File: config.mk
export PLATFORM = sky130hd
export DESIGN_NAME = page_walker
export DESIGN_NICKNAME = d
export VERILOG_FILES = /design/src/rtl/page_walker_pkg.sv /design/src/rtl/pw_addr_gen.sv /design/src/rtl/pw_dir_cache.sv /design/src/rtl/page_walker.sv
export SDC_FILE = /design/constraint.sdc
export NUM_CORES = 1
export LEC_CHECK = 0
export ABC_CLOCK_PERIOD_IN_PS = 7300
export BUFFER_PORTS_ARGS = -buffer_cell sky130_fd_sc_hd__buf_2
export CAP_MARGIN = 30
export CORE_AREA = 2 2 105 107
export DETAILED_ROUTE_END_ITERATION = 12
export DIE_AREA = 0 0 107 109
export PLACE_DENSITY = 0.95
export SYNTH_ARGS = -nofsm -noshare
export SYNTH_HDL_FRONTEND = slang
export SYNTH_SLANG_ARGS = --single-unit
File: constraint.sdc
create_clock -name clk -period 7.3 [get_ports clk]
set_clock_uncertainty 0.15 [all_clocks]
set_input_delay 0 -clock clk [delete_from_list [all_inputs] [get_ports clk]]
set_output_delay 0 -clock clk [all_outputs]
set_load 0.1 [all_outputs]
File: src/rtl/page_walker_pkg.sv
package page_walker_pkg;
  typedef enum logic [2:0] {
    ST_IDLE,
    ST_RD_DIR,
    ST_WT_DIR,
    ST_RD_TBL,
    ST_WT_TBL,
    ST_DONE
  } walk_state_t;
endpackage

File: src/rtl/pw_addr_gen.sv
module pw_addr_gen #(
  parameter int ADDR_W = 32,
  parameter int IDX_W  = 10,
  parameter int OFFS_W = 12
) (
  input  logic [ADDR_W-1:0]        dir_base,
  input  logic [ADDR_W-OFFS_W-1:0] tbl_base,
  input  logic [2*IDX_W-1:0]       vpn,
  output logic [ADDR_W-1:0]        dir_addr,
  output logic [ADDR_W-1:0]        tbl_addr
);
  localparam int SHIFT = $clog2(ADDR_W / 8);
  localparam int PAD   = ADDR_W - IDX_W - SHIFT;

  logic [IDX_W-1:0] dir_idx;
  logic [IDX_W-1:0] tbl_idx;

  assign dir_idx = vpn[2*IDX_W-1:IDX_W];
  assign tbl_idx = vpn[IDX_W-1:0];

  assign dir_addr = dir_base + {{PAD{1'b0}}, dir_idx, {SHIFT{1'b0}}};
  assign tbl_addr = {tbl_base, {OFFS_W{1'b0}}} + {{PAD{1'b0}}, tbl_idx, {SHIFT{1'b0}}};
endmodule

File: src/rtl/pw_dir_cache.sv
module pw_dir_cache #(
  parameter int IDX_W  = 10,
  parameter int BASE_W = 20
) (
  input  logic              clk,
  input  logic              rst,
  input  logic              inv,
  input  logic              fill,
  input  logic [IDX_W-1:0]  fill_idx,
  input  logic [BASE_W-1:0] fill_base,
  input  logic [IDX_W-1:0]  look_idx,
  output logic              hit,
  output logic [BASE_W-1:0] hit_base
);
  logic              vld_q;
  logic [IDX_W-1:0]  idx_q;
  logic [BASE_W-1:0] base_q;

  always_ff @(posedge clk) begin
    if (rst || inv) begin
      vld_q <= 1'b0;
    end else if (fill) begin
      vld_q <= 1'b1;
    end
    if (fill && !inv) begin
      idx_q  <= fill_idx;
      base_q <= fill_base;
    end
  end

  assign hit      = vld_q && (idx_q == look_idx);
  assign hit_base = base_q;
endmodule

File: src/rtl/page_walker.sv
module page_walker
  import page_walker_pkg::*;
#(
  parameter int ADDR_W = 32,
  parameter int IDX_W  = 10,
  parameter int OFFS_W = 12,
  localparam int VPN_W  = 2 * IDX_W,
  localparam int BASE_W = ADDR_W - OFFS_W
) (
  input  logic              clk,
  input  logic              rst,
  input  logic              walk_req_valid,
  output logic              walk_req_ready,
  input  logic [VPN_W-1:0]  walk_vpn,
  input  logic              dir_base_we,
  input  logic [ADDR_W-1:0] dir_base_wdata,
  input  logic              flush,
  output logic              mem_req_valid,
  input  logic              mem_req_ready,
  output logic [ADDR_W-1:0] mem_req_addr,
  input  logic              mem_rsp_valid,
  input  logic [ADDR_W-1:0] mem_rsp_data,
  output logic              res_valid,
  output logic              res_fault,
  output logic [BASE_W-1:0] res_ppn
);
  walk_state_t       state_q;
  logic [ADDR_W-1:0] dir_base_q;
  logic [VPN_W-1:0]  vpn_q;
  logic [BASE_W-1:0] tbase_q;
  logic [BASE_W-1:0] ppn_q;
  logic              fault_q;

  logic              inv;
  logic              fill;
  logic              hit;
  logic              hit_use;
  logic [BASE_W-1:0] hit_base;
  logic [ADDR_W-1:0] dir_addr;
  logic [ADDR_W-1:0] tbl_addr;
  logic              present;
  logic              unused_rsp_bits;

  assign present         = mem_rsp_data[0];
  assign unused_rsp_bits = ^mem_rsp_data[OFFS_W-1:1];
  assign inv             = dir_base_we | flush;
  assign fill            = (state_q == ST_WT_DIR) && mem_rsp_valid && present;
  assign hit_use         = hit && !inv;

  pw_addr_gen #(
    .ADDR_W(ADDR_W), .IDX_W(IDX_W), .OFFS_W(OFFS_W)
  ) u_addr (
    .dir_base (dir_base_q),
    .tbl_base (tbase_q),
    .vpn      (vpn_q),
    .dir_addr (dir_addr),
    .tbl_addr (tbl_addr)
  );

  pw_dir_cache #(
    .IDX_W(IDX_W), .BASE_W(BASE_W)
  ) u_cache (
    .clk       (clk),
    .rst       (rst),
    .inv       (inv),
    .fill      (fill),
    .fill_idx  (vpn_q[VPN_W-1:IDX_W]),
    .fill_base (mem_rsp_data[ADDR_W-1:OFFS_W]),
    .look_idx  (walk_vpn[VPN_W-1:IDX_W]),
    .hit       (hit),
    .hit_base  (hit_base)
  );

  always_ff @(posedge clk) begin
    if (rst) begin
      state_q    <= ST_IDLE;
      dir_base_q <= '0;
      vpn_q      <= '0;
      tbase_q    <= '0;
      ppn_q      <= '0;
      fault_q    <= 1'b0;
    end else begin
      if (dir_base_we) dir_base_q <= dir_base_wdata;
      unique case (state_q)
        ST_IDLE: begin
          if (walk_req_valid) begin
            vpn_q   <= walk_vpn;
            ppn_q   <= '0;
            fault_q <= 1'b0;
            if (hit_use) begin
              tbase_q <= hit_base;
              state_q <= ST_RD_TBL;
            end else begin
              state_q <= ST_RD_DIR;
            end
          end
        end
        ST_RD_DIR: if (mem_req_ready) state_q <= ST_WT_DIR;
        ST_WT_DIR: begin
          if (mem_rsp_valid) begin
            if (!present) begin
              fault_q <= 1'b1;
              state_q <= ST_DONE;
            end else begin
              tbase_q <= mem_rsp_data[ADDR_W-1:OFFS_W];
              state_q <= ST_RD_TBL;
            end
          end
        end
        ST_RD_TBL: if (mem_req_ready) state_q <= ST_WT_TBL;
        ST_WT_TBL: begin
          if (mem_rsp_valid) begin
            if (!present) fault_q <= 1'b1;
            else          ppn_q   <= mem_rsp_data[ADDR_W-1:OFFS_W];
            state_q <= ST_DONE;
          end
        end
        ST_DONE: state_q <= ST_IDLE;
        default: state_q <= ST_IDLE;
      endcase
    end
  end

  assign walk_req_ready = (state_q == ST_IDLE);
  assign mem_req_valid  = (state_q == ST_RD_DIR) || (state_q == ST_RD_TBL);
  assign mem_req_addr   = (state_q == ST_RD_TBL) ? tbl_addr : dir_addr;
  assign res_valid      = (state_q == ST_DONE);
  assign res_fault      = fault_q;
  assign res_ppn        = ppn_q;
endmodule

Word level (Yosys, flattened, before mapping):

Index checks and enable logic that the tools add are counted.

* register bits after elaboration: 127
* output and inout bits: 56

* equality and inequality tests: 16
* muxes and demuxes: 20
* add/sub/neg operators: 2
* reduce and logical (&&, ||, !) cells: 18
* bitwise gates (word level): 1

Operators by type and width (count)
* $mux 20: 5
* $pmux 20 s2: 2
* $add 32x12->32: 2
* $mux 32: 1
* $mux 3: 6
* $ne 2x2->1 const B: 8
* $pmux 3 s5: 1
* $eq 10x10->1: 1
* $reduce_and 5->1: 2
* $reduce_and 4->1: 2
* $eq 3x2->1 const B: 2
* $eq 3x3->1 const B: 2
* $reduce_bool 2->1: 3
* $logic_and 1x1->1: 5
* $ne 2x1->1 const B: 2
* $eq 3x1->1 const B: 1
* $logic_not 3->1: 1
* $mux 1: 3
* $logic_or 1x1->1: 2
* $mux 2: 1
* $pmux 1 s2: 1
* $reduce_and 2->1: 1
* $reduce_or 2->1: 1
* $logic_not 1->1: 1
* $or 1x1->1: 1

Longest topological paths before layout:

Gate-level depths: netlist of the first run.

* word-level depth: 6
* depth in mapped cells: 9

By module:

Synthesis of the first run repeated with hierarchy kept, for this count alone.

* cells, all modules: 662
* area total of the unflattened synthesis: 6427.4 um^2

By module, submodules not included
* page_walker: cells an instance 460, area an instance 4252.8 um^2, instances 1
* pw_addr_gen: cells an instance 154, area an instance 1123.6 um^2, instances 1
* pw_dir_cache: cells an instance 48, area an instance 1051.0 um^2, instances 1

Worst setup path before layout of the first run:

OpenSTA, ideal clock, no wires.

* path kind: reg-to-output
* start point: register dir_base_q[2]
* end point: output port mem_req_addr[20]
* data arrival time: 4.286 ns
* setup slack: 2.864 ns
* required time: 7.150 ns
* cell stages (with the launch flop): 10
* path buffers: 1
* path through: dfxtp_1 ha_1 fa_1 a211oi_1 o211ai_1 a221oi_1 clkbuf_1 nor3_1 xnor2_1 o21ai_0

* longest elaborated chain between the ends: 2

RTL lines
* start: declaration: line page_walker.sv:28 `logic [ADDR_W-1:0] dir_base_q;`
* start signal: assignment: line page_walker.sv:83 `if (dir_base_we) dir_base_q <= dir_base_wdata;`
* $add 32x12->32: line pw_addr_gen.sv:21 `assign dir_addr = dir_base + {{PAD{1'b0}}, dir_idx, {SHIFT{1'b0}}};`
* $mux 32: line page_walker.sv:126 `assign mem_req_addr = (state_q == ST_RD_TBL) ? tbl_addr : dir_addr;`
* end: declaration: line page_walker.sv:20 `output logic [ADDR_W-1:0] mem_req_addr,`

Every way passes these cells.

Worst setup path in the final report of the first run:

* start point: register dir_base_q[3]
* end point: output port mem_req_addr[25]

Same word-level chain as after synthesis.

==> results of run 1 <==
layout by cell type, fill, tap and decap left out, types with 5 or more instances in the layout:
cell,instances
a211oi_2,20
a21o_1,5
a21oi_1,61
a31oi_1,5
and3_1,5
buf_2,134
buf_4,7
clkbuf_16,18
dfxtp_1,97
dlygate4sd3_1,109
edfxtp_1,30
ha_1,10
inv_1,8
inv_6,7
mux2i_1,52
nand2_1,105
nand3_1,24
nor2_1,69
nor3_1,7
o211ai_1,6
o21ai_0,27
xnor2_1,15
xor2_1,21
synth_stat cells (4+ instances only):
cell type / instances / area [µm²]
inv_1: 8 / 30.0
a21oi_1: 61 / 305
xor2_1: 21 / 184
and3_1: 5 / 31.3
a211oi_2: 20 / 250
nor3_1: 11 / 55.1
o211ai_1: 6 / 45.0
nor2_1: 69 / 259
clkbuf_1: 33 / 124
a21o_1: 5 / 37.5
o21ai_0: 27 / 135
xnor2_1: 15 / 131
nand4_1: 4 / 25.0
dfxtp_1: 97 / 1940
mux2i_1: 52 / 521
a31oi_1: 5 / 31.3
buf_1: 4 / 15.0
nand3_1: 24 / 120
nand2_1: 105 / 394
edfxtp_1: 30 / 901
ha_1: 10 / 125
state kept, by name, indices dropped and copies added, names as in the netlist:
| name | flops |
|---|---|
| dir_base_q | 32 |
| res_fault | 1 |
| res_ppn | 20 |
| state_q | 3 |
| tbase_q | 20 |
| u_cache.hit_base | 20 |
| u_cache.idx_q | 10 |
| u_cache.vld_q | 1 |
| vpn_q | 20 |
per-stage QoR:
step | cell area, µm² | hold slack, ns | instances
detailed placement | 6810 | 0.0691 | 893
finish | 8500 | 0.0729 | 1035
global placement | 6740 | 0.0674 | 890
floorplan | 6000 | -0.0511 | 651
CTS | 8470 | 0.0564 | 1033
global route | 8500 | 0.0614 | 1035
report_power, final:
group	internal [mW]	switching (mW)	total (mW)
sequential	0.744	0.0262	0.770
combinational	0.126	0.279	0.404
clock	0.470	0.352	0.822
total	1.34	0.657	2.00
layer usage:
layer	vias to the layer above	track usage [%]	wire length, µm
met4	0	17.3	844
met5	-	0	0
met2	348	61.1	10100
met3	80	8.37	1320
met1	2807	34.5	6610
li1	2745	-	-
final timing paths:
path	cells after the start	startpoint	to	slack (ns)
max	8	dir_base_q[3]	mem_req_addr[25]	3.60
min	2	mem_rsp_data[18]	u_cache.hit_base[6]	0.07
max reg2reg	6	state_q[0]	tbase_q[10]	4.44
min reg2reg	2	res_ppn[10]	res_ppn[10]	0.30
logic make-up (layout without fill, tap and decap cells):
logic type | Yosys count | after routing | share of synthesized area (%)
AOI/OAI and AO/OA | 136 | 136 | 15.6
xor gates and xnor gates | 36 | 36 | 5.25
adders and majority gates | 11 | 11 | 2.42
buffers and inverters | 50 | 294 | 3.52
DFF | 127 | 127 | 47.3
muxes | 52 | 52 | 8.67
and+or+nand+nor | 239 | 239 | 17.1
layout make-up:
class	count	area share, %
Clock inverter	13	1.33
Multi-Input combinational cell	474	35.0
Clock buffer	19	5.46
Inverter	8	0.353
Sequential cell	127	33.5
Timing Repair Buffer	254	22.4
Tap cell	140	2.06
worst max-delay path: cells and delay by family, from the launching register on:
kind            cells  cell delay (ns)
fa+ha+maj           1             0.30
simple gates        3             0.83
flops               1             0.36
compound gates      3             1.07
buf+inv             1             0.46
timing repair:
item / in CTS / in global routing
hold endpoints to repair: 117 / 11
hold buffers: 108 / 1
buffers inserted: 0 / 0
==> impl_metrics.csv, run 1 <==
group,metric,value,unit
route,drc,0,
logic_synthesis,seq_area_frac_synth,47.3,%
clock_tree,clk_path_buf_depth,2,
worst_setup_path,critical_path.cell_chain,"ha_1 -> a21o_1 -> nand4_1 -> a2111oi_4 -> nor2_1 -> or4_1 -> a31oi_1 -> buf_2",
clock_tree,htree_levels,4,
flow_run,maxCapViolations,0,
logic_synthesis,synth.distinct_cells,46,
route,vias,5980,
worst_setup_path,critPathCaptureType,"output port",
cells_and_area,post-route-util,80.1,%
timing,timing.fmax,271,MHz
clock_tree,cts_tree,"built",
cells_and_area,layout.nets,984,
power_and_ir_drop,power_density,235,nW/µm²
placement,gp_congestion,0.887,
timing,hold_viol_final,0,
worst_setup_path,crit_type,"flop to output port",
grt,grt_max_degree,64,
clock_tree,clock-sinks,127,
floorplanning,die_width,107,µm
route,drt_wl_total,18.9,mm
floorplanning,fp-row-count,38,
grt,antenna_found_initial,0,
logic_synthesis,netlist_area,6000,µm²
route,postRouteAntennaNets,0,
clock_tree,root_buffer,"clkbuf_8",
route,drt_first_pass_iters,5,
timing,fin_crit,3.70,ns
floorplanning,ios,147,
grt,grt_util_all_layers,33.0,%
clock_tree,cts_resized,0,
logic_synthesis,ys_warn_count,0,
timing,slew_headroom,42.2,%
worst_setup_path,critPathMaxFanout,10,
route,drtIter0Drc,406,
logic_synthesis,netlist_instances,651,
route,wl_per_cell,18.3,µm
clock_tree,clkLatencyLatePin,0.53,ns
timing,rsz0062_at_grt,"false",
logic_synthesis,synth-async-reset-ratio,0,%
cells_and_area,area_delta_synth_final,41.5,%
worst_setup_path,crit_slowest_cell,"a2111oi_4",
power_and_ir_drop,total_power,2.00,mW
grt,grt_overflow_total,0,
clock_tree,clkTransAtPathRegs,0.07,ns
floorplanning,dieArea,11700,µm²
worst_setup_path,cp-start-kind,"flop",
clock_tree,numCtsBuffers,17,
power_and_ir_drop,ir_drop,0.000195,V
timing,tightest_slew,0.865,ns
route,viasPerCell,5.78,
placement,pre_cts_slack,4.23,ns
cells_and_area,antenna_cells,0,
worst_setup_path,critPathRequiredTime,7.15,ns
outcome,status,"completed",
timing,drv_slew,0,
power_and_ir_drop,power.leakage,3.51,nW
placement,dpl.hpwl,10.4,mm
grt,grt_pass1_vias,6064,
logic_synthesis,avgSynthCellArea,9.22,µm²
cells_and_area,nFillCells,588,
hold_path,min_path_type,"input port to flop",
cells_and_area,drive_above_1_share,23.0,%
logic_synthesis,syn_nets,753,
timing,fin_crit_sh,50.6,%
cells_and_area,multiInputGateArea,2970,µm²
logic_synthesis,synth_edf_count,30,
floorplanning,core_area,10600,µm²
logic_synthesis,synth_ff_type,"dfxtp_1",
worst_setup_path,cp_slowest_stage_delay,0.74,ns
floorplanning,die_h,109,µm
floorplanning,initial_core_util,56.6,%
timing,fin_setup_tns,0,ns
worst_setup_path,critical_path_arrival,3.55,ns
grt,grt_pass1_wl,29.4,mm
timing,setup_violations,0,
cells_and_area,seq_area,2840,µm²
timing,setup_slack,3.60,ns
logic_synthesis,ys_ff_latch,127,
placement,io_buffers,135,
Power figures use the tool's default switching activity.
==> inputs of run 2 (changes only) <==
--- a/config.mk
+++ b/config.mk
@@ -5,13 +5,13 @@
 export SDC_FILE = /design/constraint.sdc
 export NUM_CORES = 1
 export LEC_CHECK = 0
-export ABC_CLOCK_PERIOD_IN_PS = 7300
+export ABC_CLOCK_PERIOD_IN_PS = 3800
 export BUFFER_PORTS_ARGS = -buffer_cell sky130_fd_sc_hd__buf_2
 export CAP_MARGIN = 30
-export CORE_AREA = 2 2 105 107
+export CORE_AREA = 2 2 109 111
 export DETAILED_ROUTE_END_ITERATION = 12
-export DIE_AREA = 0 0 107 109
-export PLACE_DENSITY = 0.95
+export DIE_AREA = 0 0 111 113
+export PLACE_DENSITY = 0.89
 export SYNTH_ARGS = -nofsm -noshare
 export SYNTH_HDL_FRONTEND = slang
 export SYNTH_SLANG_ARGS = --single-unit
==> constraint.sdc (replaced) <==
create_clock -name clk -period 3.8 [get_ports clk]
set_clock_uncertainty 0.15 [all_clocks]
set_input_delay 0 -clock clk [delete_from_list [all_inputs] [get_ports clk]]
set_output_delay 0 -clock clk [all_outputs]
set_load 0.1 [all_outputs]
==> run 2 against run 1 <==
Routed wire length shrank 6.3%. First-iteration DRC count decreased by 12%. Flip-flop and latch count stayed put. Register-to-register slack got worse by 3.5 ns. Non-clock buffer count shrank 11. Sequential share of layout area is 0.069 points lower. Critical path depth is the same. Clock-buffer cell count up 1. Die area increased by 7.5%. Worst hold slack worse by 0.056 ns. Sequential power rose by 92%. Clock power rose by 100%. Critical endpoint unchanged.
==> impl_metrics.csv, run 2 (synthesis results as in run 1) <==
group,metric,value,unit
outcome,status,"completed",
floorplanning,dieArea,12500,µm²
timing,hold_viol_final,0,
floorplanning,core_area,11300,µm²
worst_setup_path,cp-start-kind,"flop",
clock_tree,clkLatencyLatePin,0.42,ns
clock_tree,cts_resized,0,
grt,grt_overflow_total,0,
timing,holdWs,0.0166,ns
timing,fin_setup_tns,0,ns
grt,grt_pass1_vias,5667,
worst_setup_path,timing.critical_path.to,"mem_req_addr[25]",
placement,io_buffers,135,
floorplanning,initial_core_util,53.3,%
floorplanning,die_width,111,µm
timing,rsz0062_at_grt,"false",
route,wl_per_cell,17.3,µm
route,drt_wl_total,17.7,mm
route,viasPerCell,5.57,
clock_tree,htree_levels,4,
route,drc,0,
cells_and_area,post-route-util,75.5,%
timing,slew_headroom,47.4,%
clock_tree,cts_tree,"built",
grt,grt_max_degree,73,
power_and_ir_drop,power_density,461,nW/µm²
clock_tree,cts_hold_buf,93,
cells_and_area,final_common_cell,"buf_2",
cells_and_area,mostFrequentLayoutCells,"buf_2, nand2_1, dfxtp_1",
worst_setup_path,worst-r2r-setup-slack,0.90,ns
floorplanning,die_h,113,µm
floorplanning,fp-row-count,39,
timing,drv_slew,0,
worst_setup_path,critPathCaptureType,"output port",
cells_and_area,largest_reg_flops,32,
timing,fin_crit,3.38,ns
route,drt_first_pass_iters,5,
cells_and_area,final_cell_area,8510,µm²
cells_and_area,area_delta_synth_final,41.8,%
power_and_ir_drop,ir_drop,0.000306,V
clock_tree,clock-sinks,127,
worst_setup_path,r2r_end,"u_cache.hit_base[15]",
clock_tree,clk_path_buf_depth,2,
worst_setup_path,cp_slowest_stage_delay,0.59,ns
timing,timing.fmax,296,MHz
worst_setup_path,rr_worst_depth,5,
timing,tightest_slew,0.787,ns
worst_setup_path,critical_path_arrival,3.23,ns
grt,grt_pass1_wl,28.2,mm
floorplanning,ios,147,
placement,gp_congestion,0.848,
worst_setup_path,crit_type,"flop to output port",
worst_setup_path,critPathMaxFanout,5,
worst_setup_path,critPathRequiredTime,3.65,ns
clock_tree,post_cts_buffers,0,
worst_setup_path,critPathLaunch,"vpn_q[11]",
placement,place_area,6940,µm²
route,vias,5720,
flow_run,maxCapViolations,0,
route,postRouteAntennaNets,0,
clock_tree,clkTransAtPathRegs,0.05,ns
worst_setup_path,reg2reg_from,"state_q[1]",
hold_path,min_path_type,"input port to flop",
placement,dpl.hpwl,10.4,mm
cells_and_area,drive_above_1_share,23.9,%
timing,setup_violations,0,
cells_and_area,antenna_cells,0,
cells_and_area,top_register,"dir_base_q",
power_and_ir_drop,power.leakage,3.48,nW
worst_setup_path,critical_path.cell_chain,"ha_1 -> a21o_1 -> nand4_1 -> a2111oi_4 -> nor2_1 -> or4_1 -> a31oi_1 -> buf_2",
grt,grt_util_all_layers,28.5,%
grt,antenna_found_initial,0,
clock_tree,numCtsBuffers,17,
worst_setup_path,crit_slowest_cell,"a2111oi_4",
cells_and_area,layout.nets,973,
timing,fin_crit_sh,88.9,%
clock_tree,root_buffer,"clkbuf_16",
route,drtIter0Drc,359,
-- run 2: cell types whose count changed in the layout (fill, tap and decap cells not counted), moves of 6 or more --
cell	previous run	this run
buf_2	134	126
inv_6	7	0
o21ai_1	0	18
o21ai_0	27	9
buf_4	7	13
buf_12	1	9
dlygate4sd3_1	109	94
-- run 2: where the power goes --
group / internal, mW / switching [mW] / total [mW]
Combinational: 0.250 / 0.535 / 0.786
Clock: 1.04 / 0.620 / 1.66
Sequential: 1.43 / 0.0480 / 1.48
-- run 2: stage by stage --
step                      total power, mW  worst slack, ns  std cells
after floorplan                      2.01           -0.103        651
after global placement               2.17            0.920        899
after detailed placement             2.19            0.907        900
after CTS                            3.90            0.454       1025
after global routing                 4.04            0.274       1027
final                                3.92            0.424       1027
-- run 2: how the worst min path moves through the flow --
stage | start | to | slack [ns] | depth (start not counted)
final | walk_req_valid | vpn_q[19] | 0.02 | 5
after global routing | walk_req_valid | vpn_q[9] | 0.04 | 5
after CTS | walk_req_valid | vpn_q[9] | 0.001 | 5
after detailed placement | mem_rsp_data[26] | u_cache.hit_base[14] | 0.07 | 1
after global placement | mem_rsp_data[26] | u_cache.hit_base[14] | 0.07 | 1
after floorplan | mem_rsp_data[12] | u_cache.hit_base[0] | -0.05 | 0
-- run 2: worst max-delay path, delay by kind of cell, from the launching register on --
family                     cells  cell delay (ns)
adders and majority gates      1             0.29
AOI/OAI and AO/OA              3             0.94
buffers and inverters          1             0.46
DFF                            1             0.36
and+or+nand+nor                3             0.76
-- run 2: per-layer routing --
metal  up-vias  track usage [%]  part of all wire, %
met5         -                0                    0
met4         0             12.3                  2.6
met3        44             5.62                  5.7
met2       253             51.9                   53
met1      2705             32.7                   39
li1       2718                -                    -
-- run 2: cell type report --
cell class	instances	area, µm²
clock buffers	20	478
fillers	749	2760
well taps	143	179
clock inverters	12	134
repair buffers	243	1880
inverters	8	30.0
multi-input cells	474	2970
flip-flops and latches	127	2840
==> inputs of run 3 (changes only) <==
--- a/config.mk
+++ b/config.mk
@@ -5,12 +5,13 @@
 export SDC_FILE = /design/constraint.sdc
 export NUM_CORES = 1
 export LEC_CHECK = 0
+export ABC_AREA = 1
 export ABC_CLOCK_PERIOD_IN_PS = 3800
 export BUFFER_PORTS_ARGS = -buffer_cell sky130_fd_sc_hd__buf_2
 export CAP_MARGIN = 30
-export CORE_AREA = 2 2 109 111
+export CORE_AREA = 2 2 82 162
 export DETAILED_ROUTE_END_ITERATION = 12
-export DIE_AREA = 0 0 111 113
+export DIE_AREA = 0 0 84 164
 export PLACE_DENSITY = 0.89
 export SYNTH_ARGS = -nofsm -noshare
 export SYNTH_HDL_FRONTEND = slang
==> run 3 against run 2 <==
Sequential share of layout area decreased by 2.1 points. Global-route usage is 5.0 points higher. Cell count increased by 34%. Largest power group is now combinational cells. Clock-buffer cell count decreased by 3. First-iteration DRC count grew 91%. Area after synthesis up 12%. Via count rose by 35%.
==> impl_metrics.csv, run 3 <==
group,metric,value,unit
clock_tree,htree_levels,4,
placement,pre_cts_slack,1.14,ns
logic_synthesis,synthSimpleGateAreaFrac,34.0,%
logic_synthesis,synth_top_family_by_area,"simple AND/OR/NAND/NOR gates",
placement,gp_congestion,0.963,
grt,grt_util_all_layers,33.5,%
flow_run,maxCapViolations,0,
route,postRouteAntennaNets,0,
cells_and_area,multiInputGateArea,3300,µm²
worst_setup_path,cp_slowest_stage_delay,0.50,ns
worst_setup_path,crit_slowest_cell,"fa_1",
outcome,status,"completed",
clock_tree,clock-sinks,127,
grt,antenna_found_initial,1,
worst_setup_path,critical_path.cell_chain,"ha_1 -> fa_1 -> nand3_1 -> nand3_1 -> nand2_1 -> nand3_1 -> nand3_1 -> nand2_1 -> nand2_1 -> nand3_1 -> nand2_1 -> buf_2",
hold_path,min_from,"mem_rsp_data[21]",
cells_and_area,nFillCells,907,
logic_synthesis,ys_top_cells_by_area,"dfxtp_1, nand2_1, edfxtp_1",
grt,grt_pass1_vias,7582,
timing,drv_slew,0,
cells_and_area,drive_above_1_share,16.4,%
route,wl_met3,1.60,mm
timing,setup_slack,0.605,ns
logic_synthesis,synth_top_cell_by_area,"dfxtp_1",
power_and_ir_drop,ir_drop,0.000490,V
logic_synthesis,synth_compound_area_share,11.1,%
route,viasPerCell,5.62,
logic_synthesis,netlist_instances,990,
route,wl_per_cell,16.8,µm
placement,dpl.cell_count,1239,
worst_setup_path,critPathLaunch,"vpn_q[10]",
worst_setup_path,crit_type,"flop to output port",
worst_setup_path,cp-start-kind,"flop",
cells_and_area,seq_area,2840,µm²
logic_synthesis,synth-async-reset-ratio,0,%
logic_synthesis,synthMuxAreaShare,0,%
logic_synthesis,ys_warn_count,0,
cells_and_area,final_cell_area,9070,µm²
logic_synthesis,synthAdderAreaFrac,2.15,%
clock_tree,cts_tree,"built",
floorplanning,core_area,12600,µm²
logic_synthesis,avgSynthCellArea,6.81,µm²
timing,tightest_slew,0.811,ns
logic_synthesis,ys_ff_latch,127,
floorplanning,dieArea,13800,µm²
worst_setup_path,critPathMaxFanout,4,
logic_synthesis,synth.distinct_cells,38,
grt,grt_max_degree,65,
floorplanning,fp-row-count,58,
power_and_ir_drop,total_power,5.21,mW
cells_and_area,area_delta_synth_final,34.7,%
placement,place_area,7460,µm²
logic_synthesis,synth_ff_type,"dfxtp_1",
cells_and_area,top_register,"dir_base_q",
cells_and_area,mostFrequentLayoutCells,"nand2_1, buf_2, dlygate4sd3_1",
power_and_ir_drop,power_density,574,nW/µm²
route,route.top_layer_used,"met4",
route,drtIter0Drc,686,
floorplanning,die_h,164,µm
grt,grt_overflow_total,0,
power_and_ir_drop,power.leakage,4.40,nW
logic_synthesis,synth_common_cells,"nand2_1, dfxtp_1, inv_1",
worst_setup_path,critPathCaptureType,"output port",
timing,hold_viol_final,0,
timing,timing.fmax,313,MHz
cells_and_area,final_common_cell,"nand2_1",
cells_and_area,largest_reg_flops,32,
logic_synthesis,synth_edf_count,30,
placement,io_buffers,135,
clock_tree,clk_path_buf_depth,2,
timing,fin_crit,3.19,ns
hold_path,min_path_type,"input port to flop",
clock_tree,clkTransAtPathRegs,0.07,ns
worst_setup_path,reg2reg_from,"state_q[1]",
floorplanning,ios,147,
logic_synthesis,seq_area_frac_synth,42.2,%
timing,rsz0062_at_grt,"false",
grt,grt_pass1_wl,36.4,mm
clock_tree,clkLatencyLatePin,0.42,ns
logic_synthesis,synth_top_area_share,28.8,%
placement,dpl.hpwl,13.7,mm
route,met1Wirelength,7.85,mm
cells_and_area,layout.nets,1312,
route,drt_first_pass_iters,5,
worst_setup_path,path_common_cell,"nand3_1",
worst_setup_path,critical_path_arrival,3.04,ns
route,vias,7732,
route,drt_wl_total,23.1,mm
hold_path,min_path_cells,2,
logic_synthesis,yosysMostFrequentCell,"nand2_1",
clock_tree,cts_resized,0,
worst_setup_path,critPathRequiredTime,3.65,ns
floorplanning,die_width,84,µm
timing,fin_crit_sh,84.1,%
route,met2_length,11.8,mm
timing,fin_setup_tns,0,ns
floorplanning,initial_core_util,53.7,%
logic_synthesis,synth_xor_area_share,1.43,%
clock_tree,numCtsBuffers,17,
timing,slew_headroom,45.8,%
route,drc,0,
clock_tree,root_buffer,"clkbuf_16",
logic_synthesis,syn_nets,1092,
logic_synthesis,netlist_area,6740,µm²
worst_setup_path,rr_worst_depth,11,
cells_and_area,final_cells,1375,
timing,setup_violations,0,
[run 3: cell count changes after synthesis, sizes merged, moves of 6 or more]
cell,previous run,this run
nand2,105,331
inv,8,104
nand3,24,88
mux2i,52,0
o21ai,27,62
nor2,69,95
a211oi,21,0
a21oi,61,81
xor2,21,3
buf,9,23
clkbuf,33,21
xnor2,15,8
o211ai,6,0
[run 3: worst paths after layout]
kind | end | slack [ns]
worst max-delay path | mem_req_addr[18] | 0.61
worst min-delay path | u_cache.hit_base[9] | 0.17
worst max register to register | res_ppn[18] | 0.65
worst min register to register | res_ppn[11] | 0.32
[run 3: cell families (layout without fill, tap and decap cells)]
kind of cell	count (synthesis)	after routing
adder cells (fa/ha/maj)	11	11
flip-flops	127	127
other	0	2
XOR/XNOR	11	11
buffers and inverters	148	381
AND/OR/NAND/NOR	545	545
AO/OA/AOI/OAI	148	148
[run 3: stage by stage]
step	util, %	hold slack (ns)
5_1_grt	72.3	0.172
6_report	72.3	0.171
2_1_floorplan	-	-0.0511
3_3_place_gp	59.4	0.0614
3_5_place_dp	59.4	0.0623
4_1_cts	72.2	0.144
[run 3: critical path: cells and delay by family (launching register included)]
family	cells	cell delay (ns)
simple gates	9	1.09
fa+ha+maj	2	0.75
buf+inv	1	0.44
flops	1	0.35
[run 3: repair_timing]
| item | in CTS | in global routing |
|---|---|---|
| buffers inserted | 0 | 0 |
| hold endpoints to repair | 122 | 0 |
| hold buffers | 102 | 0 |
[run 3: power by group]
part	total, mW	switching (mW)	internal (mW)
clock	1.66	0.722	0.937
combinational	1.89	1.42	0.468
sequential	1.67	0.116	1.55
[run 3: area by class of cell]
class,instances,share of cell area [%]
flip-flops and latches,127,31.3
well taps,150,2.07
repair buffers,245,19.4
clock buffers,17,4.69
multi-input cells,715,36.4
inverters,104,4.33
diodes,2,0.0552
clock inverters,15,1.79
[run 3: per-layer routing]
metal | vias to the layer above | track usage (%)
met4 | 0 | 25.7
met2 | 463 | 59.2
met1 | 3517 | 34.7
met3 | 132 | 5.78
met5 | - | 0
li1 | 3620 | -
